==> config.mk <==
export PLATFORM = sky130hd
export DESIGN_NAME = fracn_ratio_mod
export DESIGN_NICKNAME = d
export VERILOG_FILES = /design/src/rtl/fracn_ratio_mod.sv
export SDC_FILE = /design/constraint.sdc
export NUM_CORES = 1
export LEC_CHECK = 0
export ABC_AREA = 1
export BUFFER_PORTS_ARGS = -buffer_cell sky130_fd_sc_hd__buf_2
export CAP_MARGIN = 0
export CORE_UTILIZATION = 52
export DETAILED_ROUTE_END_ITERATION = 8
export PLACE_DENSITY_LB_ADDON = 0.15
export SLEW_MARGIN = 30
export SYNTH_ARGS = -nofsm -noshare
export SYNTH_HDL_FRONTEND = slang
export SYNTH_SLANG_ARGS = --single-unit
==> constraint.sdc <==
create_clock -name clk -period 21.1 [get_ports clk]
set_input_delay 3.165 -clock clk [delete_from_list [all_inputs] [get_ports clk]]
set_output_delay 3.165 -clock clk [all_outputs]
set_load 0.02 [all_outputs]
==> src/rtl/fracn_ratio_mod.sv <==
module fracn_ratio_mod #(
  parameter int INT_W   = 9,
  parameter int MOD_W   = 12,
  parameter int CNT_W   = 10,
  parameter int INT_MIN = 31,
  parameter int MOD_MIN = 2
) (
  input  logic             clk,
  input  logic             rst_n,
  input  logic             cfg_we,
  input  logic [INT_W-1:0] cfg_int,
  input  logic [MOD_W-1:0] cfg_frac,
  input  logic [MOD_W-1:0] cfg_mod,
  output logic             cfg_err,
  output logic             div_pulse,
  output logic [CNT_W-1:0] div_ratio
);

  logic [INT_W-1:0] sh_int, act_int;
  logic [MOD_W-1:0] sh_frac, sh_mod, act_frac, act_mod;
  logic             pend, err_q;
  logic [CNT_W-1:0] cnt, ratio;
  logic [MOD_W-1:0] acc1, acc2, acc3;
  logic             c2_d, c3_d, c3_dd;

  function automatic logic [MOD_W:0] madd(input logic [MOD_W-1:0] a,
                                          input logic [MOD_W-1:0] b,
                                          input logic [MOD_W-1:0] m);
    logic [MOD_W:0] s;
    s = {1'b0, a} + {1'b0, b};
    if (s >= {1'b0, m}) begin
      s = s - {1'b0, m};
      return {1'b1, s[MOD_W-1:0]};
    end
    return {1'b0, s[MOD_W-1:0]};
  endfunction

  wire wr_ok = cfg_we && (cfg_int >= INT_W'(INT_MIN)) &&
               (cfg_mod >= MOD_W'(MOD_MIN)) && (cfg_frac < cfg_mod);
  wire tc  = (cnt == CNT_W'(1));
  wire run = (act_frac != '0);

  logic [MOD_W:0] s1, s2, s3;
  assign s1 = madd(acc1, act_frac, act_mod);
  assign s2 = madd(acc2, s1[MOD_W-1:0], act_mod);
  assign s3 = madd(acc3, s2[MOD_W-1:0], act_mod);

  wire c1 = s1[MOD_W];
  wire c2 = s2[MOD_W];
  wire c3 = s3[MOD_W];

  logic [CNT_W-1:0] shaped, nxt_ratio;
  assign shaped = CNT_W'(act_int) + CNT_W'(c1) + CNT_W'(c2) + CNT_W'(c3)
                + CNT_W'(c3_dd) - CNT_W'(c2_d) - CNT_W'({c3_d, 1'b0});
  assign nxt_ratio = run ? shaped : CNT_W'(act_int);

  always_ff @(posedge clk or negedge rst_n) begin
    if (!rst_n) begin
      sh_int   <= INT_W'(INT_MIN);
      sh_frac  <= '0;
      sh_mod   <= MOD_W'(MOD_MIN);
      act_int  <= INT_W'(INT_MIN);
      act_frac <= '0;
      act_mod  <= MOD_W'(MOD_MIN);
      pend     <= 1'b0;
      err_q    <= 1'b0;
      cnt      <= CNT_W'(INT_MIN);
      ratio    <= CNT_W'(INT_MIN);
      acc1     <= '0;
      acc2     <= '0;
      acc3     <= '0;
      c2_d     <= 1'b0;
      c3_d     <= 1'b0;
      c3_dd    <= 1'b0;
    end else begin
      if (wr_ok) begin
        sh_int  <= cfg_int;
        sh_frac <= cfg_frac;
        sh_mod  <= cfg_mod;
      end
      pend <= (pend & ~tc) | wr_ok;
      if (cfg_we) err_q <= ~wr_ok;
      if (tc) begin
        if (pend) begin
          act_int  <= sh_int;
          act_frac <= sh_frac;
          act_mod  <= sh_mod;
          acc1     <= '0;
          acc2     <= '0;
          acc3     <= '0;
          c2_d     <= 1'b0;
          c3_d     <= 1'b0;
          c3_dd    <= 1'b0;
          cnt      <= CNT_W'(sh_int);
          ratio    <= CNT_W'(sh_int);
        end else begin
          cnt   <= nxt_ratio;
          ratio <= nxt_ratio;
          if (run) begin
            acc1  <= s1[MOD_W-1:0];
            acc2  <= s2[MOD_W-1:0];
            acc3  <= s3[MOD_W-1:0];
            c2_d  <= c2;
            c3_d  <= c3;
            c3_dd <= c3_d;
          end
        end
      end else begin
        cnt <= cnt - CNT_W'(1);
      end
    end
  end

  assign cfg_err   = err_q;
  assign div_pulse = tc;
  assign div_ratio = ratio;


  cnt_live_chk: assert property (@(posedge clk) disable iff (!rst_n)
    cnt != '0);


  count_step_chk: assert property (@(posedge clk) disable iff (!rst_n)
    !tc |=> cnt == $past(cnt) - CNT_W'(1));


  ratio_band_chk: assert property (@(posedge clk) disable iff (!rst_n)
    (int'(ratio) + 3 >= int'(act_int)) && (int'(ratio) <= int'(act_int) + 4));


  acc_bound_chk: assert property (@(posedge clk) disable iff (!rst_n)
    (acc1 < act_mod) && (acc2 < act_mod) && (acc3 < act_mod));


  acc_hold_chk: assert property (@(posedge clk) disable iff (!rst_n)
    !tc |=> $stable(acc1) && $stable(acc2) && $stable(acc3));


  frac_zero_chk: assert property (@(posedge clk) disable iff (!rst_n)
    (act_frac == '0) |-> (ratio == CNT_W'(act_int)));


  shadow_legal_chk: assert property (@(posedge clk) disable iff (!rst_n)
    (int'(sh_int) >= INT_MIN) && (int'(sh_mod) >= MOD_MIN) && (sh_frac < sh_mod));


  err_set_chk: assert property (@(posedge clk) disable iff (!rst_n)
    (cfg_we && !wr_ok) |=> cfg_err && $stable(sh_int) && $stable(sh_mod));


  transfer_chk: assert property (@(posedge clk) disable iff (!rst_n)
    (tc && pend) |=> (act_int == $past(sh_int)) && (acc1 == '0) && (acc3 == '0));


  defer_chk: assert property (@(posedge clk) disable iff (!rst_n)
    (tc && !pend && wr_ok) |=> pend && (act_int == $past(act_int)));

endmodule

==> results.ini <==
[floorplanning]
rows = 51
dieArea_sq_mm = 0.0205
dieHeight_um = 143
ios = 48
start_util = 0.531
coreArea_sq_mm = 0.0195
fp.dieW_um = 143

[power_and_ir_drop]
p_per_area_mw_per_mm2 = 52.0
switchingPower_mw = 0.156
vdd_drop_max_mv = 0.0560
p_leak_nw = 6.57
seqPwrFrac = 0.449
internal_power_mw = 0.437
clockPowerShare = 0.502
comb_power_share = 0.049
switching_share = 0.263

[critical_path]
end_kind = flip-flop
path_class = reg2reg
timing.critical_path.buf_inv = 7
crit_path_frequent_cell = nand2_1
crit_family = simple AND/OR/NAND/NOR gates
cp.required_ns = 21.40
crit_arrival_ns = 12.69
critPathMaxStageDelay_ns = 0.48
cp-start-kind = flip-flop
critPathSlowestCell = nand2_1
cp_max_fo = 13

[detailed_routing]
vias_per_cell = 5.25
route.vias.total = 9469
drc_errors = 0
avgRoutedWirePerCell_um = 14.9
drtIter0Drc = 558
ant_nets = 0
drt_wl_total_um = 26900
drt-pass1-iter-count = 7

[synth]
syn-num-nets = 1633
synth-xor-area-share = 0.0448
synth_top_family_by_area = simple AND/OR/NAND/NOR gates
muxShareOfSynthArea = 0
synthAdderAreaFrac = 0.135
synth_compound_area_frac = 0.0857
async_flop_share = 1.00
synth-seq-area-share = 0.309
synthSimpleGateAreaFrac = 0.325
netlist-cell-type-count = 40
netlist_area_sq_mm = 0.0104
synth_edf_count = 0
yosysWarnings = 0
postSynthAreaPerCell_sq_um = 6.96
synthFlopType = dfrtp_1
syn_inst = 1491
ys_ff_latch = 127

[placed_design]
port_buffers = 47
place_hpwl_um = 21100
gp_congestion = 0.950

[cts]
post_cts_buffers = 0
path_clk_slew_ns = 0.07
cts_hold_buf = 0
cts.root.buffer_cell = clkbuf_16
cts_sinks = 127
clkLatencyLatePin_ns = 0.43
cts_tree = done
ctsResizeCount = 0
clock_path_buffers = 2
cts_buffers = 17
ctsHtreeMaxLevel = 4

[sta]
finalCritPeriodShare = 0.587
fmax_mhz = 80.7
tightest_slew_ns = 0.845
fin_skew_ns = 0.0137
hold_violations = 0
slew-limit-headroom = 0.434
min_period_ns = 12.39
setup_violations = 0
hold_slack_ns = 0.475
fin_tns_setup_ns = 0
rsz0062_at_grt = no
drv_slew = 0

[grt]
grt_pass1_wl_um = 43800
overflow = 0
grt_antenna_before_repair = 0
grt_pass1_vias = 8748
grt_max_degree = 77
grt_use_total = 0.279

[layout]
syn_to_final_growth_pct = 9.80
finalNetCount = 1668
fillCellCount = 1916
drive_gt1_frac = 0.0773
antenna_cells = 0

[run_status]
status = completed

[job]
maxCapViolations = 0

[worst_hold_path]
hold_path.class = reg2reg

final timing paths:
kind | startpoint | endpoint | slack [ns] | cells after the start
max in group asynchronous | rst_n | sh_mod[10]$_DFFE_PN0P_ | 17.35 | 2
hold / removal | sh_frac[9]$_DFFE_PN0P_ | act_frac[9]$_DFFE_PN0P_ | 0.47 | 2
setup reg to reg | act_frac[0]$_DFFE_PN0P_ | cnt[8]$_DFF_PN0_ | 8.71 | 65
hold reg to reg | sh_frac[9]$_DFFE_PN0P_ | act_frac[9]$_DFFE_PN0P_ | 0.47 | 2
min in group asynchronous | rst_n | acc2[9]$_DFFE_PN0P_ | 2.67 | 1
setup / recovery | act_frac[0]$_DFFE_PN0P_ | cnt[8]$_DFF_PN0_ | 8.71 | 65
logic make-up (layout without fill, tap and decap cells):
logic type | count (synthesis) | in the layout
AO/OA/AOI/OAI | 163 | 163
buffers and inverters | 260 | 308
AND/OR/NAND/NOR | 782 | 782
XOR/XNOR | 53 | 53
flip-flops | 127 | 127
adder cells (fa/ha/maj) | 106 | 106
metal layers:
layer  wire length, um  GRT usage  share of wire
met1             12700      0.382           0.47
met2             12300      0.453           0.46
met3              1260     0.0359          0.047
met4               619     0.0969          0.023
met5                 0          0              0
cell usage in the layout, fill, tap and decap left out, types with 8 or more instances in the layout:
master	count
a21oi_1	48
and2_1	24
buf_2	46
clkbuf_16	17
dfrtp_1	105
dfstp_2	22
fa_1	10
ha_1	96
inv_1	223
nand2_1	458
nand3_1	149
nand4_1	37
nor2_1	85
nor3_1	8
o21ai_0	81
o21bai_1	13
xnor2_1	16
xor2_1	37
worst min-delay path: stages (launching register included):
cell and delay [ns]:
dfrtp_1 0.34, nand2_1 0.05, nand2_1 0.05
sequential cells by signal, summed over array words and instances, names as in the netlist, 9 cells and up:
register / flops
acc1: 12
acc2: 12
acc3: 12
act_frac: 12
act_mod: 12
sh_frac: 12
sh_mod: 12
cnt: 10
div_ratio: 10
act_int: 9
sh_int: 9
synthesized netlist by cell type, types with 13 or more instances:
cell type	instances	share of area
o21ai_0	81	0.039
xor2_1	37	0.031
xnor2_1	16	0.014
inv_1	223	0.081
nand4_1	37	0.022
and2_1	24	0.014
buf_2	15	0.0072
o21bai_1	13	0.0094
a21oi_1	48	0.023
ha_1	96	0.12
dfstp_2	22	0.056
nand3_1	150	0.072
nand2_1	458	0.17
nor2_1	85	0.031
dfrtp_1	105	0.25
power by group through the flow:
| stage | combinational [mW] | clock, mW | sequential, mW |
|---|---|---|---|
| global route | 0.0347 | 0.311 | 0.267 |
| floorplan | 0.0162 | 0 | 0.268 |
| global placement | 0.0287 | 0 | 0.270 |
| detailed placement | 0.0297 | 0 | 0.270 |
| finish | 0.0292 | 0.297 | 0.266 |
| CTS | 0.0298 | 0.300 | 0.266 |
stage by stage:
stage          cells  area, sq um  worst slack [ns]  utilization  total power, mW
2_1_floorplan   1491        10400             11.41            -            0.284
3_3_place_gp    1772        10800              9.29        0.552            0.298
3_5_place_dp    1772        10800              8.92        0.553            0.300
4_1_cts         1804        11400              8.86        0.583            0.596
5_1_grt         1804        11400              7.44        0.583            0.613
6_report        1804        11400              8.71        0.583            0.592
cell type report:
| cell class | count | area (sq um) | area share |
|---|---|---|---|
| well taps | 265 | 332 | 0.0291 |
| repair buffers | 49 | 260 | 0.0229 |
| clock buffers | 17 | 425 | 0.0374 |
| multi-input cells | 1104 | 6140 | 0.539 |
| inverters | 227 | 857 | 0.0753 |
| clock inverters | 15 | 165 | 0.0145 |
| flip-flops and latches | 127 | 3210 | 0.282 |
No activity file was read; power rests on OpenSTA's default activity.
